==> config.mk <==
export PLATFORM = sky130hd
export DESIGN_NAME = evt_irq_ctrl
export DESIGN_NICKNAME = d
export VERILOG_FILES = /design/src/rtl/evt_irq_pkg.sv /design/src/rtl/evt_irq_seq.sv /design/src/rtl/evt_irq_path.sv /design/src/rtl/evt_irq_ctrl.sv
export SDC_FILE = /design/constraint.sdc
export NUM_CORES = 1
export LEC_CHECK = 0
export CORE_MARGIN = 1.5
export CORE_UTILIZATION = 40
export DETAILED_ROUTE_END_ITERATION = 6
export MAX_ROUTING_LAYER = met4
export PLACE_DENSITY = 0.8
export SETUP_SLACK_MARGIN = 0.5
export SKIP_LAST_GASP = 1
export SYNTH_ARGS = -nofsm -noshare
export SYNTH_HDL_FRONTEND = slang
export SYNTH_HIERARCHICAL = 1
export SYNTH_SLANG_ARGS = --single-unit
==> constraint.sdc <==
create_clock -name clk -period 3.5 [get_ports clk]
set_input_delay 0.7 -clock clk [delete_from_list [all_inputs] [get_ports clk]]
set_output_delay 0.7 -clock clk [all_outputs]
set_load 0.01 [all_outputs]
==> src/rtl/evt_irq_pkg.sv <==
`timescale 1ns/1ps
package evt_irq_pkg;

  localparam int SRC_NUM_DEF   = 5;
  localparam int DATA_W_DEF    = 8;
  localparam int REQ_BIT_DEF   = 7;
  localparam int SET_BIT_DEF   = 7;

  localparam logic ADDR_CTL   = 1'b0;
  localparam logic ADDR_MASK  = 1'b1;

  typedef struct packed {
    logic maskWr;
    logic statusRd;
    logic maskRd;
  } ctlStrobe_t;

endpackage

==> src/rtl/evt_irq_seq.sv <==
`timescale 1ns/1ps
module evt_irq_seq
  import evt_irq_pkg::*;
(
  input  logic       clk,
  input  logic       rstN,
  input  logic       busSel,
  input  logic       busWr,
  input  logic       busRd,
  input  logic       regAddr,
  input  logic       hitNext,
  output ctlStrobe_t strb,
  output logic       reqQ
);

  logic reqNext;

  always_comb begin
    strb          = '0;
    strb.maskWr   = busSel && busWr && (regAddr == ADDR_CTL);
    strb.statusRd = busSel && busRd && (regAddr == ADDR_CTL);
    strb.maskRd   = busSel && busRd && (regAddr == ADDR_MASK);
  end

  // The request is only ever set by a pending enabled source; a status read
  // restarts it from whatever is still pending after the clear.
  always_comb begin
    if (strb.statusRd) reqNext = hitNext;
    else               reqNext = reqQ || hitNext;
  end

  always_ff @(posedge clk or negedge rstN) begin
    if (!rstN) reqQ <= 1'b0;
    else       reqQ <= reqNext;
  end

endmodule

==> src/rtl/evt_irq_path.sv <==
`timescale 1ns/1ps
module evt_irq_path
  import evt_irq_pkg::*;
#(
  parameter int NUM_SRC = SRC_NUM_DEF,
  parameter int DATA_W  = DATA_W_DEF,
  parameter int REQ_BIT = REQ_BIT_DEF,
  parameter int SET_BIT = SET_BIT_DEF
)(
  input  logic               clk,
  input  logic               rstN,
  input  ctlStrobe_t         strb,
  input  logic [NUM_SRC-1:0] evtPulse,
  input  logic [DATA_W-1:0]  wrData,
  input  logic               reqQ,
  output logic [NUM_SRC-1:0] statusQ,
  output logic [NUM_SRC-1:0] maskQ,
  output logic               hitNext,
  output logic [DATA_W-1:0]  rdData
);

  logic [NUM_SRC-1:0] statusNext;
  logic [NUM_SRC-1:0] maskNext;
  logic               setMode;

  assign setMode = wrData[SET_BIT];

  for (genvar i = 0; i < NUM_SRC; i++) begin : g_src
    assign maskNext[i] = !strb.maskWr ? maskQ[i] :
                         setMode      ? (maskQ[i] | wrData[i]) :
                                        (maskQ[i] & ~wrData[i]);
    // A pulse coinciding with a read survives the clear.
    assign statusNext[i] = (statusQ[i] & ~strb.statusRd) | evtPulse[i];
  end

  assign hitNext = |(statusNext & maskNext);

  always_ff @(posedge clk or negedge rstN) begin
    if (!rstN) begin
      statusQ <= '0;
      maskQ   <= '0;
    end else begin
      statusQ <= statusNext;
      maskQ   <= maskNext;
    end
  end

  always_comb begin
    rdData = '0;
    if (strb.statusRd) begin
      rdData[NUM_SRC-1:0] = statusQ;
      rdData[REQ_BIT]     = reqQ;
    end else if (strb.maskRd) begin
      rdData[NUM_SRC-1:0] = maskQ;
    end
  end

  logic unusedWr;
  assign unusedWr = ^wrData;

endmodule

==> src/rtl/evt_irq_ctrl.sv <==
`timescale 1ns/1ps
module evt_irq_ctrl
  import evt_irq_pkg::*;
#(
  parameter int NUM_SRC = SRC_NUM_DEF,
  parameter int DATA_W  = DATA_W_DEF,
  parameter int REQ_BIT = REQ_BIT_DEF,
  parameter int SET_BIT = SET_BIT_DEF
)(
  input  logic               clk,
  input  logic               rstN,
  input  logic [NUM_SRC-1:0] evtPulse,
  input  logic               busSel,
  input  logic               busWr,
  input  logic               busRd,
  input  logic               regAddr,
  input  logic [DATA_W-1:0]  wrData,
  output logic [DATA_W-1:0]  rdData,
  output logic               irqReq
);

  ctlStrobe_t         strb;
  logic               reqQ;
  logic               hitNext;
  logic [NUM_SRC-1:0] statusQ;
  logic [NUM_SRC-1:0] maskQ;

  evt_irq_seq seq_i (
    .clk     (clk),
    .rstN    (rstN),
    .busSel  (busSel),
    .busWr   (busWr),
    .busRd   (busRd),
    .regAddr (regAddr),
    .hitNext (hitNext),
    .strb    (strb),
    .reqQ    (reqQ)
  );

  evt_irq_path #(
    .NUM_SRC (NUM_SRC),
    .DATA_W  (DATA_W),
    .REQ_BIT (REQ_BIT),
    .SET_BIT (SET_BIT)
  ) path_i (
    .clk      (clk),
    .rstN     (rstN),
    .strb     (strb),
    .evtPulse (evtPulse),
    .wrData   (wrData),
    .reqQ     (reqQ),
    .statusQ  (statusQ),
    .maskQ    (maskQ),
    .hitNext  (hitNext),
    .rdData   (rdData)
  );

  assign irqReq = reqQ;

endmodule

==> results.md <==
* Clock transition at the registers of the reported paths at 0.07 ns
* # hold bufs at CTS at 0
* Setup Buffers After CTS at 0
* CTS buffer count at 3
* Worst Path Required at 2.80 ns
* Worst r2r path cells at 5
* Worst min path class: reg -> reg
* Synth unique cells at 18
* CP endpoint kind: primary output
* Critical Path Max Stage Delay at 0.53 ns
* Worst slack at placement at 0.581 ns
* Critical path class: in -> out
* Core area at 1300 um2
* Reg-to-reg slack, setup at 2.05 ns
* GPL Wtd Cong at 0.698
* Final TNS setup at 0 ns
* First drt pass iteration count at 4
* Setup-failing EPs final at 0
* Netlist Area Pre-Place at 553 um2
* Mapped Cells at 57
* Via count at 488
* Synth top area share at 49.8%
* Count of final max-slew check failures at 0
* Max cap viols at 0
* Critical-path cell list: clkdlybuf4s50_1, nand2_1, nor2_1, buf_6, and2_1, clkdlybuf4s50_1
* # fillers at 134
* Post-synth top cells: nand2_1, dfrtp_1, a21o_1, o21ai_1
* Initial Util at 42.5%
* Fmax at 0.345 GHz
* Family with the most delay on the worst path: buffers and inverters
* GR Overflow Total at 0
* Final Skew at 0.00402 ns
* Die Y at 40.2 um
* Die Wd at 40.2 um
* Crit path arrival time at 2.20 ns
* Hpwl dp at 1000 um
* Clock Tree Buf Depth at 2
* Min Tclk post-route at 2.90 ns
* Fin crit share at 82.8%
* Routed wire length at 1300 um
* Clock latency on the worst-skew pair at 0.27 ns
* Routed len/inst at 13.3 um
* Largest net degree at the start of global routing at 13
* Ports at 28
* Die ar. at 1610 um2
* Area leader, netlist: dfrtp_1
* Maximum vdd drop at 0.264 mV
* Slowest-stage cell, CP: clkdlybuf4s50_1
* Top cells by area, synth: dfrtp_1, nand2_1, a21o_1
* Initial antenna violation count at 0
* Crit path buf inv count at 3
* Yosys reg bits at 11
* Sink Count at 11
* Share of layout cells above drive strength 1 at 12.0%
* Post-synth EDFFs at 0
* Routed Antenna Nets at 0
* Post-synthesis area per instance at 9.70 um2
* Power Dens Cells at 373 nW/um2
* Critical path depth at 6
* First-pass GRT wire length at 1990 um
* Area Overhead vs Synth at 51.4%
* Global Route Usage Sum at 19.9%
* Status: completed
* CTS H-tree depth at 1
* Fin. Hold Viols at 0
* Vias in the first global route at 463
* Via density at 4.98
* Iter 0 DRT Violations at 7
* Synthesis Warnings at 6
* Leakage at 0.413 nW
* Startpoint types: input port
* Multi-input gate area at 259 um2
* Reg area at 275 um2
* Clk root buf: clkbuf_4
* CTS tree: done
* Site Rows at 13
* PnR worst setup slack at 0.601 ns
* Layout Nets at 103
* Sequential share of the synthesized area at 49.8%
* Worst hold stages at 1
* Most frequent CP cell: clkdlybuf4s50_1
* RSZ-0062 raised after global routing: false
* DRC Markers at 0
* CP Max Fanout at 12
* Synth async-reset ratio at 100%
* Antenna diodes at 0
* Count leader, synth: nand2_1
* Dominant synthesized flop cell: dfrtp_1
* IO Port Bufs at 23
-- cell usage in the layout, fill, tap and decap left out, types with 2 or more instances in the layout --
cell type and n:
a21o_1 5, clkbuf_4 3, clkdlybuf4s50_1 18, conb_1 2, dfrtp_1 11, dlymetal6s2s_1 5, mux2_1 3, mux2_4 2
nand2_1 16, nor2_1 3, o21ai_1 5
-- metal layers --
layer / part of all wire (%) / GRT usage [%] / vias up
met5: 0 / - / -
met4: 0.46 / 7.50 / 0
met3: 6.1 / 6.67 / 2
met2: 50 / 33.1 / 17
met1: 43 / 21.9 / 224
li1: - / - / 245
-- stage by stage --
step / power, mW / instance area, um2 / utilization, % / hold WS (ns) / cells
detailed placement: 0.228 / 795 / 61.1 / 0.500 / 94
CTS: 0.315 / 821 / 63.1 / 0.516 / 98
finish: 0.312 / 837 / 64.3 / 0.521 / 98
global route: 0.328 / 837 / 64.3 / 0.538 / 98
floorplan: 0.190 / 557 / - / 0.404 / 58
global placement: 0.226 / 795 / 61.1 / 0.491 / 94
-- registers in the layout (all words and copies together) (netlist names) --
signal / flops
seq_i/reqQ: 1
path_i/maskQ: 5
path_i/statusQ: 5
-- path summary, 6_finish.rpt --
| path | startpoint | to |
|---|---|---|
| worst max-delay path | busSel | rdData[7] |
| worst min-delay path | path_i/statusQ[2]$_DFF_PN0_ | path_i/statusQ[2]$_DFF_PN0_ |
| worst max register to register | path_i/maskQ[2]$_DFF_PN0_ | seq_i/reqQ$_DFF_PN0_ |
| worst min register to register | path_i/statusQ[2]$_DFF_PN0_ | path_i/statusQ[2]$_DFF_PN0_ |
| max in group asynchronous | rstN | path_i/maskQ[0]$_DFF_PN0_ |
| min in group asynchronous | rstN | path_i/statusQ[4]$_DFF_PN0_ |
-- what timing repair did --
item | 4_1_cts | 5_1_grt
hold endpoints to repair | 0 | 0
setup endpoints to repair | 0 | 5
resized for setup | 0 | 6
-- where the power goes --
| group | switching [mW] | internal (mW) |
|---|---|---|
| clock network | 0.0432 | 0.0441 |
| registers | 0.00819 | 0.143 |
| logic | 0.0298 | 0.0439 |
-- area by class of cell --
cell class	count	share of cell area, %
Clock buffer	4	3.14
Inverter	1	0.448
Multi-Input combinational cell	43	30.9
Sequential cell	11	32.9
Tap cell	15	2.24
Timing Repair Buffer	24	30.3
-- cells by family (layout without fill, tap and decap cells) --
| logic type | Yosys count | after routing | synth area share [%] |
|---|---|---|---|
| compound gates | 13 | 13 | 15.6 |
| buf+inv | 4 | 29 | 4.07 |
| flops | 11 | 11 | 49.8 |
| mux | 5 | 5 | 11.5 |
| other cells | 1 | 2 | 0.678 |
| simple gates | 23 | 23 | 18.3 |
Note: power is estimated with default switching activity, not from simulation.
